### src/rtl/dram_slot_pkg.sv
package dram_slot_pkg;

  typedef enum logic {
    OWN_CPU = 1'b0,
    OWN_VID = 1'b1
  } owner_e;

  typedef struct packed {
    owner_e own;
    logic   rd;
    logic   ram;
  } slot_ctx_t;

  localparam slot_ctx_t CTX_RESET = '{own: OWN_CPU, rd: 1'b1, ram: 1'b0};

endpackage

### src/rtl/dsa_phase_ctr.sv
module dsa_phase_ctr #(
  parameter int SLOT_LEN = 8,
  localparam int PH_W = $clog2(SLOT_LEN)
) (
  input  logic            clk,
  input  logic            rst,
  output logic [PH_W-1:0] ph_q,
  output logic [PH_W-1:0] ph_nxt,
  output logic            last
);

  localparam logic [PH_W-1:0] LAST_PH = PH_W'(SLOT_LEN - 1);

  assign last   = (ph_q == LAST_PH);
  assign ph_nxt = last ? '0 : ph_q + 1'b1;

  always_ff @(posedge clk) begin
    if (rst) ph_q <= '0;
    else     ph_q <= ph_nxt;
  end

  // the phase wraps to offset 0 right after the last offset
  a_r1_wrap: assert property (@(posedge clk) disable iff (rst)
    last |=> (ph_q == '0));

endmodule

### src/rtl/dsa_owner_sel.sv
module dsa_owner_sel
  import dram_slot_pkg::*;
#(
  parameter int AW = 8
) (
  input  logic            clk,
  input  logic            rst,
  input  logic            last,
  input  logic            fast_mode_i,
  input  logic [AW-1:0]   cpu_addr_i,
  input  logic            cpu_rd_i,
  input  logic            cpu_ram_sel_i,
  input  logic [AW-1:0]   vid_addr_i,
  output slot_ctx_t       ctx_q,
  output slot_ctx_t       ctx_nxt,
  output logic [AW-1:0]   addr_nxt
);

  logic [AW-1:0] addr_q;
  owner_e        own_pick;

  always_comb begin
    if (fast_mode_i)               own_pick = OWN_CPU;
    else if (ctx_q.own == OWN_CPU) own_pick = OWN_VID;
    else                           own_pick = OWN_CPU;
  end

  always_comb begin
    ctx_nxt  = ctx_q;
    addr_nxt = addr_q;
    if (last) begin
      ctx_nxt.own = own_pick;
      ctx_nxt.rd  = cpu_rd_i;
      ctx_nxt.ram = cpu_ram_sel_i;
      addr_nxt    = (own_pick == OWN_CPU) ? cpu_addr_i : vid_addr_i;
    end
  end

  always_ff @(posedge clk) begin
    if (rst) begin
      ctx_q  <= CTX_RESET;
      addr_q <= '0;
    end else begin
      ctx_q  <= ctx_nxt;
      addr_q <= addr_nxt;
    end
  end

  a_r2_alternate: assert property (@(posedge clk) disable iff (rst)
    (last && !fast_mode_i) |=> (ctx_q.own != $past(ctx_q.own)));

  a_r3_fast_cpu: assert property (@(posedge clk) disable iff (rst)
    (last && fast_mode_i) |=> (ctx_q.own == OWN_CPU));

  a_r6_hold_mid_slot: assert property (@(posedge clk) disable iff (rst)
    !last |=> ($stable(ctx_q) && $stable(addr_q)));

endmodule

### src/rtl/dsa_video_fetch.sv
module dsa_video_fetch #(
  parameter int AW = 8,
  parameter int DW = 8
) (
  input  logic          clk,
  input  logic          rst,
  input  logic          cap,
  input  logic [DW-1:0] dq_i,
  output logic [AW-1:0] vid_addr_o,
  output logic [DW-1:0] vid_data_o,
  output logic          vid_valid_o
);

  always_ff @(posedge clk) begin
    if (rst) begin
      vid_addr_o  <= '0;
      vid_data_o  <= '0;
      vid_valid_o <= 1'b0;
    end else begin
      vid_valid_o <= cap;
      if (cap) begin
        vid_data_o <= dq_i;
        vid_addr_o <= vid_addr_o + 1'b1;
      end
    end
  end

  a_r9_step: assert property (@(posedge clk) disable iff (rst)
    vid_valid_o |-> (vid_addr_o == $past(vid_addr_o) + 1'b1));

  a_r4_frozen: assert property (@(posedge clk) disable iff (rst)
    !vid_valid_o |-> (vid_addr_o == $past(vid_addr_o)));

endmodule

### src/rtl/dsa_strobe_drv.sv
module dsa_strobe_drv
  import dram_slot_pkg::*;
#(
  parameter int ROW_W  = 4,
  parameter int PH_W   = 3,
  parameter int RAS_PH = 1,
  parameter int COL_PH = 2,
  parameter int CAS_PH = 3,
  parameter int PRE_PH = 6,
  localparam int AW = 2 * ROW_W
) (
  input  logic             clk,
  input  logic             rst,
  input  logic [PH_W-1:0]  ph_nxt,
  input  slot_ctx_t        ctx_nxt,
  input  logic [AW-1:0]    addr_nxt,
  output logic [ROW_W-1:0] dram_addr_o,
  output logic             dram_ras_n_o,
  output logic             dram_cas_n_o,
  output logic             dram_we_n_o,
  output logic             ram_oe_o,
  output logic             cpu_grant_o,
  output logic             vid_grant_o
);

  logic in_ras, in_cas, use_col, cpu_ram;

  assign in_ras  = (ph_nxt >= PH_W'(RAS_PH)) && (ph_nxt < PH_W'(PRE_PH));
  assign in_cas  = (ph_nxt >= PH_W'(CAS_PH)) && (ph_nxt < PH_W'(PRE_PH));
  assign use_col = (ph_nxt >= PH_W'(COL_PH));
  assign cpu_ram = (ctx_nxt.own == OWN_CPU) && ctx_nxt.ram;

  always_ff @(posedge clk) begin
    if (rst) begin
      dram_addr_o  <= '0;
      dram_ras_n_o <= 1'b1;
      dram_cas_n_o <= 1'b1;
      dram_we_n_o  <= 1'b1;
      ram_oe_o     <= 1'b0;
      cpu_grant_o  <= 1'b1;
      vid_grant_o  <= 1'b0;
    end else begin
      dram_addr_o  <= use_col ? addr_nxt[AW-1:ROW_W] : addr_nxt[ROW_W-1:0];
      dram_ras_n_o <= ~in_ras;
      dram_cas_n_o <= ~in_cas;
      dram_we_n_o  <= ~(in_cas && cpu_ram && !ctx_nxt.rd);
      ram_oe_o     <= in_cas && cpu_ram && ctx_nxt.rd;
      cpu_grant_o  <= (ctx_nxt.own == OWN_CPU);
      vid_grant_o  <= (ctx_nxt.own == OWN_VID);
    end
  end

  a_r5_cas_inside_ras: assert property (@(posedge clk) disable iff (rst)
    !dram_cas_n_o |-> !dram_ras_n_o);

  a_r8_gate_read_only: assert property (@(posedge clk) disable iff (rst)
    ram_oe_o |-> (cpu_grant_o && dram_we_n_o && !dram_cas_n_o));

endmodule

### src/rtl/dram_slot_arbiter.sv
module dram_slot_arbiter
  import dram_slot_pkg::*;
#(
  parameter int ROW_W    = 4,
  parameter int DW       = 8,
  parameter int SLOT_LEN = 8,
  parameter int RAS_PH   = 1,
  parameter int COL_PH   = 2,
  parameter int CAS_PH   = 3,
  parameter int CAP_PH   = 5,
  parameter int PRE_PH   = 6,
  localparam int AW   = 2 * ROW_W,
  localparam int PH_W = $clog2(SLOT_LEN)
) (
  input  logic             clk,
  input  logic             rst,
  input  logic             fast_mode_i,
  input  logic [AW-1:0]    cpu_addr_i,
  input  logic             cpu_rd_i,
  input  logic             cpu_ram_sel_i,
  input  logic [DW-1:0]    dram_dq_i,
  output logic [ROW_W-1:0] dram_addr_o,
  output logic             dram_ras_n_o,
  output logic             dram_cas_n_o,
  output logic             dram_we_n_o,
  output logic             ram_oe_o,
  output logic             cpu_grant_o,
  output logic             vid_grant_o,
  output logic [AW-1:0]    vid_addr_o,
  output logic [DW-1:0]    vid_data_o,
  output logic             vid_valid_o
);

  logic [PH_W-1:0] ph_q, ph_nxt;
  logic            last;
  slot_ctx_t       ctx_q, ctx_nxt;
  logic [AW-1:0]   addr_nxt;
  logic            cap;

  dsa_phase_ctr #(.SLOT_LEN(SLOT_LEN)) phase_i (
    .clk(clk), .rst(rst), .ph_q(ph_q), .ph_nxt(ph_nxt), .last(last)
  );

  dsa_owner_sel #(.AW(AW)) owner_i (
    .clk(clk), .rst(rst), .last(last), .fast_mode_i(fast_mode_i),
    .cpu_addr_i(cpu_addr_i), .cpu_rd_i(cpu_rd_i),
    .cpu_ram_sel_i(cpu_ram_sel_i), .vid_addr_i(vid_addr_o),
    .ctx_q(ctx_q), .ctx_nxt(ctx_nxt), .addr_nxt(addr_nxt)
  );

  assign cap = (ph_q == PH_W'(CAP_PH)) && (ctx_q.own == OWN_VID);

  dsa_video_fetch #(.AW(AW), .DW(DW)) fetch_i (
    .clk(clk), .rst(rst), .cap(cap), .dq_i(dram_dq_i),
    .vid_addr_o(vid_addr_o), .vid_data_o(vid_data_o),
    .vid_valid_o(vid_valid_o)
  );

  dsa_strobe_drv #(
    .ROW_W(ROW_W), .PH_W(PH_W), .RAS_PH(RAS_PH), .COL_PH(COL_PH),
    .CAS_PH(CAS_PH), .PRE_PH(PRE_PH)
  ) strobe_i (
    .clk(clk), .rst(rst), .ph_nxt(ph_nxt), .ctx_nxt(ctx_nxt),
    .addr_nxt(addr_nxt), .dram_addr_o(dram_addr_o),
    .dram_ras_n_o(dram_ras_n_o), .dram_cas_n_o(dram_cas_n_o),
    .dram_we_n_o(dram_we_n_o), .ram_oe_o(ram_oe_o),
    .cpu_grant_o(cpu_grant_o), .vid_grant_o(vid_grant_o)
  );

  a_r1_ras_once: assert property (@(posedge clk) disable iff (rst)
    $fell(dram_ras_n_o) |-> (ph_q == PH_W'(RAS_PH)));

  a_r9_valid_in_vid: assert property (@(posedge clk) disable iff (rst)
    vid_valid_o |-> vid_grant_o);

  a_r3_one_owner: assert property (@(posedge clk) disable iff (rst)
    $onehot({cpu_grant_o, vid_grant_o}));

endmodule

### config.mk
export PLATFORM = sky130hd
export DESIGN_NAME = dram_slot_arbiter
export DESIGN_NICKNAME = d
export VERILOG_FILES = /design/src/rtl/dram_slot_pkg.sv /design/src/rtl/dsa_phase_ctr.sv /design/src/rtl/dsa_owner_sel.sv /design/src/rtl/dsa_video_fetch.sv /design/src/rtl/dsa_strobe_drv.sv /design/src/rtl/dram_slot_arbiter.sv
export SDC_FILE = /design/constraint.sdc
export NUM_CORES = 1
export LEC_CHECK = 0
export BUFFER_PORTS_ARGS = -buffer_cell sky130_fd_sc_hd__buf_2
export CELL_PAD_IN_SITES_DETAIL_PLACEMENT = 2
export CELL_PAD_IN_SITES_GLOBAL_PLACEMENT = 2
export CORE_MARGIN = 5
export CORE_UTILIZATION = 32
export DETAILED_ROUTE_END_ITERATION = 12
export PLACE_DENSITY_LB_ADDON = 0.1
export SETUP_SLACK_MARGIN = 0.3
export SYNTH_ARGS = -nofsm -noshare
export SYNTH_HDL_FRONTEND = slang
export SYNTH_SLANG_ARGS = --single-unit
### constraint.sdc
create_clock -name clk -period 4.45 [get_ports clk]
set_clock_uncertainty 0.1 [all_clocks]
set_input_delay 0 -clock clk [delete_from_list [all_inputs] [get_ports clk]]
set_output_delay 0 -clock clk [all_outputs]
set_load 0.03 [all_outputs]
### Yosys cells after proc, flatten, opt, wreduce, memory -nomap -nowiden

Index checks and enable logic that the tools add are counted.
Widths: inputs -> output; s select.

| operators by class | value |
|---|---|
| equality and inequality tests | 2 |
| multiply operators | 0 |
| divide/modulo/power cells | 0 |
| $lt $le $gt $ge | 4 |
| shift operators | 0 |
| $add $sub $neg | 2 |
| mux-type cells | 7 |
| reduce and logical (&&, ||, !) cells | 8 |
| bitwise logic cells | 4 |

Operators with widths:

| cell | count |
|---|---|
| $mux 8 | 2 |
| $add 8x1->8 const B | 1 |
| $logic_and 1x1->1 | 7 |
| $eq 3x3->1 const B | 2 |
| $ge 3x2->1 const B | 2 |
| $mux 3 | 2 |
| $mux 4 | 1 |
| $not 1->1 | 4 |
| $add 3x1->3 const B | 1 |
| $ge 3x1->1 const B | 1 |
| $lt 3x3->1 const B | 1 |
| $mux 1 | 2 |
| $logic_not 1->1 | 1 |

| word-level totals | value |
|---|---|
| memories | 0 |
| latch bits | 0 |
| ROM bits | 0 |
| register bits | 40 |
| logic and storage cells | 41 |
| bits in writable memories | 0 |
| output and inout bits | 27 |
| bits of input ports | 21 |

### Longest topological paths before layout

Gate-level depths: netlist of run 1.

| depth | value |
|---|---|
| depth in word-level cells | 8 |
| gate-level depth with buffers | 7 |
| gate-level depth less buffers | 5 |

### Cells and area by module

Synthesis of run 1 repeated with hierarchy kept, for this count alone.

| unflattened totals | value |
|---|---|
| cell total of the unflattened synthesis | 176 |
| area total of the unflattened synthesis | 1722.9 µm² |

Modules (own cells, without submodules):

| module | instances | area each (µm²) | cells an instance | sequential area each (µm²) |
|---|---|---|---|---|
| dsa_video_fetch | 1 | 644.4 | 65 | 340.3 |
| dsa_owner_sel | 1 | 581.8 | 65 | 220.2 |
| dsa_strobe_drv | 1 | 375.4 | 36 | 200.2 |
| dsa_phase_ctr | 1 | 111.4 | 9 | 60.1 |
| dram_slot_arbiter | 1 | 10.0 | 1 | 0.0 |

### Worst setup path before layout of run 1

Ideal clock, no wire load.

| timing path | value |
|---|---|
| kind | reg-to-reg |
| start | register phase_i.ph_q[0] |
| end | register strobe_i.dram_addr_o[1] |
| stages on the path, launching flop included | 8 |
| data arrival time | 1641 ps |
| period minus slack after synthesis | 1827 ps |
| slack | 2623 ps |
| data required time | 4264 ps |
| setup time | 86 ps |
| buffers on the path | 2 |
| cell sequence | dfxtp_1 -> ha_1 -> ha_1 -> buf_4 -> buf_6 -> mux2i_1 -> mux2_2 -> a211oi_1 |

| on the way | value |
|---|---|
| longest elaborated chain between the ends | 4 |
| elaborated cells on any way between the ends | 6 |
| classes of those cells | add/sub: 1; order compare: 1; eq/ne: 1; mux: 3 |

Ends and longest elaborated chain:

| what | line | source |
|---|---|---|
| start, declared | dsa_phase_ctr.sv:7 | `output logic [PH_W-1:0] ph_q,` |
| start signal, assigned | dsa_phase_ctr.sv:19 | `else ph_q <= ph_nxt;` |
| $add 3x1->3 or $eq 3x3->1 (tied branches) | dsa_phase_ctr.sv:15, dsa_phase_ctr.sv:14 |  |
| $mux 3 * | dsa_phase_ctr.sv:15 | `assign ph_nxt = last ? '0 : ph_q + 1'b1;` |
| net ph_nxt[2] | dram_slot_arbiter.sv:34 | `logic [PH_W-1:0] ph_q, ph_nxt;` |
| $ge 3x2->1 * | dsa_strobe_drv.sv:30 | `assign use_col = (ph_nxt >= PH_W'(COL_PH));` |
| $mux 4 * | dsa_strobe_drv.sv:43 | `dram_addr_o <= use_col ? addr_nxt[AW-1:ROW_W] : addr_nxt[ROW_W-1:0];` |
| end signal, assigned | dsa_strobe_drv.sv:43 |  |
| end, declared | dsa_strobe_drv.sv:17 | `output logic [ROW_W-1:0] dram_addr_o,` |

The timed path passes the listed nets; every way through them passes the cells marked *.
A chain may end at the register's enable or synchronous reset.

### Final worst setup path of run 1

| timing path | value |
|---|---|
| start | register phase_i.ph_q[0] |
| end | register owner_i.ctx_q[1] (netlist name) |

| on the way | value |
|---|---|
| longest elaborated chain between the ends | 2 |

Ends and longest elaborated chain:

| what | line | source |
|---|---|---|
| $eq 3x3->1 | dsa_phase_ctr.sv:14 | `assign last = (ph_q == LAST_PH);` |
| $mux 3 | dsa_owner_sel.sv:31 | `if (last) begin` |

No other way between the ends.

==> results.txt, run 1 <==
# DRC = 0
pre-CTS setup slack = 2000 ps
Clock power frac = 33.7%
Critical Path Source Type = register
post-synthesis mux area share = 9.07%
crit-path leading delay family = adder cells
top post-synthesis cells by count = 40 x dfxtp_1, 28 x nand2_1, 15 x nor2_1
Max clock buf depth = 2
sequential share of the synthesized area = 45.4%
critical path class = reg2reg
combinational family with the most area after synthesis = compound AO/OA/AOI/OAI gates
synthesized instance count = 195
Post-synth EDFFs = 0
Final Hold Viols = 0
Fmax = 404 MHz
Synth Register Bits = 40
leading area contributor after synthesis = dfxtp_1
min Tclk post-route = 2470 ps
post-CTS setup buffers = 0
hold path cells = 3
Peak VDD IR = 0.140 mV
final worst-path cycle share = 55.6%
placed cell areas = 2010 um^2
vias in the first global route = 1912
crit-path max cell delay = 930 ps
relative slew slack = 22.9%
Antenna Nets Post-Route = 0
MaxCap Viol Count = 0
Data arrival, critical path = 2560 ps
largest net degree at the start of global routing = 40
CTS sink cnt = 40
total CTS buffers = 5
Reg clk slew, reported paths = 70 ps
simple-gate area share of the yosys netlist = 18.5%
Post-Synth Adder-Cell Area = 2.83%
Synth Area in Compound Gates = 18.5%
DR vias/cell = 5.22
first-pass GRT wire length = 9.48 mm
Synth area leaders = dfxtp_1 45%, nand2_1 6.0%, mux2i_1 5.7%, a21oi_1 4.0%, a311oi_1 4.0%
gr ovfl total = 0
Post-Route WL = 5.60 mm
Worst setup EP type = register
Avg Inst Size Synth = 9.05 um^2
I/O Pins = 48
FF-to-FF path depth = 4
RePlAce Congestion = 0.780
worst path bufs/invs = 0
Crit path depth = 4
Synth Net Count = 220
die area = 7100 um^2
initial core utilization = 32.5%
cell row count = 27
Worst path most repeated cell = ha_1
PD cells = 302 nW/um^2
Worst EP required = 4530 ps
xor/xnor share of the synthesized area = 0.992%
Hold WS = 69.7 ps
Die Span Y = 84.3 um
# port buffers = 47
setup_tns = 0 ps
Ys Warns = 0
critical path, cell by cell = ha_1 > ha_1 > mux2_2 > or2_2
layout cells sized above 1 = 24.2%
final slew viol count = 0
switching pwr = 0.176 mW
final setup margin = 1980 ps
worst hold path class = in2reg
antenna violations before repair = 0
drt first pass iters = 4
n_diodes = 0
Flop pwr share = 53.5%
design area = 2270 um^2
Int Pwr = 0.510 mW
Root Buffer = clkbuf_8
Iteration-0 DRC Markers = 60
Synth cell types = 37
fraction of registers with async set/reset = 0%
final core occ = 41.7%
final net count = 277
status = complete, no violations
peak fanout along the critical path = 34
Least-Margin Pin Slew = 1160 ps
most common flop cell mapped by yosys = dfxtp_1
Wirelength per Cell = 17.3 um
Synth Cell Area = 1770 um^2
core area = 5440 um^2
leakage = 0.889 nW
vias = 1692
cell with the most instances after synthesis = dfxtp_1
die width = 84.3 um
RSZ-0062 raised after global routing = no
combinational power share = 12.8%
Switching Share = 25.7%
hpwl dp = 3.89 mm
Setup-failing EPs final = 0
clk_lat worst skew = 290 ps
CTS HTree Levels = 2
Max stage delay cell, worst path = ha_1
post-synth top area share = 45.4%
CTS tree = done
Total Routing Usage GR = 16.6%
Layout area overhead = 28.5%
[flip-flops by register name, summed over array words and instances, names as in the netlist, 2 cells and up]
register / count
fetch_i.vid_data_o: 8
owner_i.ctx_q: 2
phase_i.ph_q: 3
fetch_i.vid_addr_o: 8
strobe_i.dram_addr_o: 4
owner_i.addr_q: 8
[layout make-up]
| class | count | area (um^2) |
|---|---|---|
| Tap cell | 72 | 90.1 |
| Multi-Input combinational cell | 139 | 881 |
| Clock buffer | 6 | 72.6 |
| Timing Repair Buffer | 65 | 415 |
| Sequential cell | 40 | 801 |
| Fill cell | 610 | 3170 |
| Inverter | 1 | 3.75 |
| Clock inverter | 1 | 5.00 |
[placed cells by master (no fill, tap or decap), types with 2 or more instances in the layout]
cell / n
a211oi_1: 8
a21o_1: 2
a21oi_1: 14
a311oi_1: 8
and3b_1: 4
buf_2: 47
clkbuf_8: 5
dfxtp_1: 40
dlygate4sd3_1: 18
ha_1: 4
mux2_2: 4
mux2i_1: 10
nand2_1: 28
nand4_1: 3
nor2_1: 15
nor3_1: 3
o21ai_0: 14
o31ai_1: 2
or2_2: 2
or3_1: 3
or4_1: 3
[cell families after synthesis]
family,after synthesis
simple gates,67
compound gates,51
flops,40
buf+inv,16
mux,15
fa+ha+maj,4
xor+xnor,2
[per-stage QoR]
step | power, mW | cells
2_1_floorplan | 0.427 | 195
3_3_place_gp | 0.447 | 299
3_5_place_dp | 0.451 | 299
4_1_cts | 0.695 | 324
5_1_grt | 0.720 | 324
6_report | 0.686 | 324
[what timing repair did]
item	4_1_cts	5_1_grt
hold buffers	18	0
hold endpoints to repair	19	0
setup endpoints to repair	0	0
resized for setup	0	0
[worst reg2reg max path, stage by stage (launching register included)]
cell and delay [ps]:
dfxtp_1 410, ha_1 200, ha_1 930, mux2_2 460, or2_2 270
[worst paths after layout]
path              slack, ps                               start                                  to
setup / recovery       1980          phase_i.ph_q[0]$_SDFF_PP0_         owner_i.ctx_q[1]$_SDFF_PP1_
hold / removal           70                         fast_mode_i        owner_i.addr_q[1]$_SDFF_PP0_
setup reg to reg       1980          phase_i.ph_q[0]$_SDFF_PP0_         owner_i.ctx_q[1]$_SDFF_PP1_
hold reg to reg         360  fetch_i.vid_data_o[5]$_SDFFE_PP0P_  fetch_i.vid_data_o[5]$_SDFFE_PP0P_
[per-layer routing]
layer,GRT usage [%],vias to the layer above,part of all wire (%),wire (um)
met5,0,-,0,0
met4,3.95,0,0.96,54
met3,4.42,5,4.1,228
met2,30.7,33,52,2920
met1,18.9,844,43,2400
li1,-,810,-,-
[power groups by stage]
stage | clock network (mW) | logic (mW) | registers (mW)
2_1_floorplan | 0 | 0.0464 | 0.381
3_3_place_gp | 0 | 0.0721 | 0.375
3_5_place_dp | 0 | 0.0753 | 0.376
4_1_cts | 0.239 | 0.0884 | 0.367
5_1_grt | 0.256 | 0.0960 | 0.368
6_report | 0.231 | 0.0876 | 0.367
No activity file was read; power rests on OpenSTA's default activity.
==> inputs of run 2 (changes only) <==
--- a/config.mk
+++ b/config.mk
@@ -9,7 +9,7 @@
 export CELL_PAD_IN_SITES_DETAIL_PLACEMENT = 2
 export CELL_PAD_IN_SITES_GLOBAL_PLACEMENT = 2
 export CORE_MARGIN = 5
-export CORE_UTILIZATION = 32
+export CORE_UTILIZATION = 30
 export DETAILED_ROUTE_END_ITERATION = 12
 export PLACE_DENSITY_LB_ADDON = 0.1
 export SETUP_SLACK_MARGIN = 0.3
==> constraint.sdc (replaced) <==
create_clock -name clk -period 2.5 [get_ports clk]
set_clock_uncertainty 0.1 [all_clocks]
set_input_delay 0 -clock clk [delete_from_list [all_inputs] [get_ports clk]]
set_output_delay 0 -clock clk [all_outputs]
set_load 0.03 [all_outputs]
==> run 2 against run 1 <==
Sequential power grew 78%. Wire length shrank 0.98%. Hold slack lost 6.2 ps. Cell count grew 2.2%. Combinational power grew 79%. Clock power grew 93%.
==> results.txt, run 2 (same netlist as run 1, synthesis figures left out) <==
cell row count = 28 (+3.7%)
vias in the first global route = 1860 (-2.7%)
final slew viol count = 0 (unchanged)
vias = 1674 (-1.1%)
die area = 7520 um^2 (+5.9%)
antenna violations before repair = 0 (unchanged)
CTS sink cnt = 40 (unchanged)
Max stage delay cell, worst path = ha_2
post-CTS setup buffers = 0 (unchanged)
most frequent cells in the layout = 47 x buf_2, 40 x dfxtp_1, 28 x nand2_1
RSZ-0062 raised after global routing = no
core area = 5820 um^2 (+6.9%)
final worst-path cycle share = 79.8% (+24 points)
leakage = 0.905 nW (+1.8%)
CTS HTree Levels = 2 (unchanged)
Final Hold Viols = 0 (unchanged)
CTS tree = done
gr ovfl total = 0 (unchanged)
critical path class = reg2reg
Reg clk slew, reported paths = 80 ps (about the same)
Pwr Total = 1.26 mW (+83%)
Post-Route WL = 5.55 mm (-0.98%)
hpwl dp = 3.84 mm (-1.4%)
# port buffers = 47 (unchanged)
Total Routing Usage GR = 15.9% (-0.74 points)
drt first pass iters = 4 (unchanged)
critical path, cell by cell = ha_1 > ha_2 > and3b_1 > a211oi_1 > a211oi_1
min Tclk post-route = 2000 ps (-478 ps)
Fmax = 501 MHz (+24%)
Root Buffer = clkbuf_8
top flop regs = fetch_i.vid_addr_o (8), fetch_i.vid_data_o (8), owner_i.addr_q (8)
Setup-failing EPs final = 0 (unchanged)
Iteration-0 DRC Markers = 47 (-22%)
worst hold path class = in2reg
Critical Path Source Type = register
# DRC = 0 (unchanged)
I/O Pins = 48 (unchanged)
commonest non-fill, non-tap cell in the layout = buf_2
Worst setup EP type = register
Worst EP required = 2550 ps (-1980 ps)
worst path bufs/invs = 0 (unchanged)
crit-path leading delay family = adder cells
Antenna Nets Post-Route = 0 (unchanged)
Data arrival, critical path = 2040 ps (-520 ps)
Peak VDD IR = 0.295 mV (+110%)
peak fanout along the critical path = 18 (-47%)
DR vias/cell = 5.06 (-3.2%)
die width = 86.7 um (+2.9%)
fill count = 681 (+12%)
layout cells sized above 1 = 25.4% (+1.2 points)
initial core utilization = 30.4% (-2.1 points)
Worst path most repeated cell = a211oi_1
Least-Margin Pin Slew = 737 ps (-420 ps)
largest net degree at the start of global routing = 40 (unchanged)
PD cells = 544 nW/um^2 (+80%)
relative slew slack = 50.8% (+28 points)
MaxCap Viol Count = 0 (unchanged)
final net count = 280 (+1.1%)
clk_lat worst skew = 290 ps (about the same)
Die Span Y = 86.7 um (+2.9%)
Layout area overhead = 30.8%
first-pass GRT wire length = 9.31 mm (-1.8%)
Max clock buf depth = 2 (unchanged)
n_diodes = 0 (unchanged)
status = complete, no violations
RePlAce Congestion = 0.742 (-4.9%)
total CTS buffers = 5 (unchanged)
crit-path max cell delay = 580 ps (-350 ps)
Wirelength per Cell = 16.8 um (-3.1%)
setup_tns = 0 ps (unchanged)
## run 2: changes by cell type in the layout (fill, tap and decap cells not counted), sizes merged
| cell | change |
|---|---|
| clkbuf | +2 |
| buf | +3 |
| clkinv | -1 |
## run 2: what timing repair did
item                                   in CTS  in global routing
setup endpoints to repair                   2                  0
hold buffers                               18                  0
gates resized for setup                     1                  0
endpoints found under the hold margin      19                  0
## run 2: final timing paths
kind | startpoint | end | slack (ps) | cells past startpoint
worst max-delay path | phase_i.ph_q[0]$_SDFF_PP0_ | strobe_i.dram_addr_o[3]$_SDFF_PP0_ | 500 | 5
worst min-delay path | fast_mode_i | owner_i.addr_q[0]$_SDFF_PP0_ | 60 | 3
worst max register to register | phase_i.ph_q[0]$_SDFF_PP0_ | strobe_i.dram_addr_o[3]$_SDFF_PP0_ | 500 | 5
worst min register to register | fetch_i.vid_data_o[1]$_SDFFE_PP0P_ | fetch_i.vid_data_o[1]$_SDFFE_PP0P_ | 370 | 2
## run 2: tightest hold or removal path: cells and delay by family
family | cells | cell delay, ps
buf+inv | 1 | 170
compound gates | 2 | 250
## run 2: report_power, final
part	internal [mW]	switching, mW
combinational	0.0717	0.0849
clock	0.225	0.220
sequential	0.647	0.00603
## run 2: layer usage
metal	track usage (%)	up-vias	wire [um]	share of wire, %
met5	0	-	0	0
met4	3.97	0	50	0.90
met3	4.09	4	199	3.6
met2	28.7	31	2920	53
met1	18.6	824	2370	43
li1	-	815	-	-
## run 2: per-stage QoR
step | hold slack (ps) | cells | cell area (um^2) | worst slack, ps | utilization (%)
after detailed placement | 151 | 305 | 2040 | 308 | 35.0
after CTS | 57.2 | 331 | 2310 | 485 | 39.7
after global placement | 141 | 305 | 2040 | 465 | 35.0
final | 63.5 | 331 | 2310 | 504 | 39.7
after floorplan | 36.0 | 195 | 1770 | 673 | -
after global routing | 74.1 | 331 | 2310 | 366 | 39.7
## run 2: area by class of cell
cell class              count  area (um^2)  area share [%]
inverters                   1         3.75           0.163
multi-input cells         139          883            38.2
clock buffers               8         90.1            3.90
well taps                  75         93.8            4.06
repair buffers             68          438            19.0
flip-flops and latches     40          801            34.7
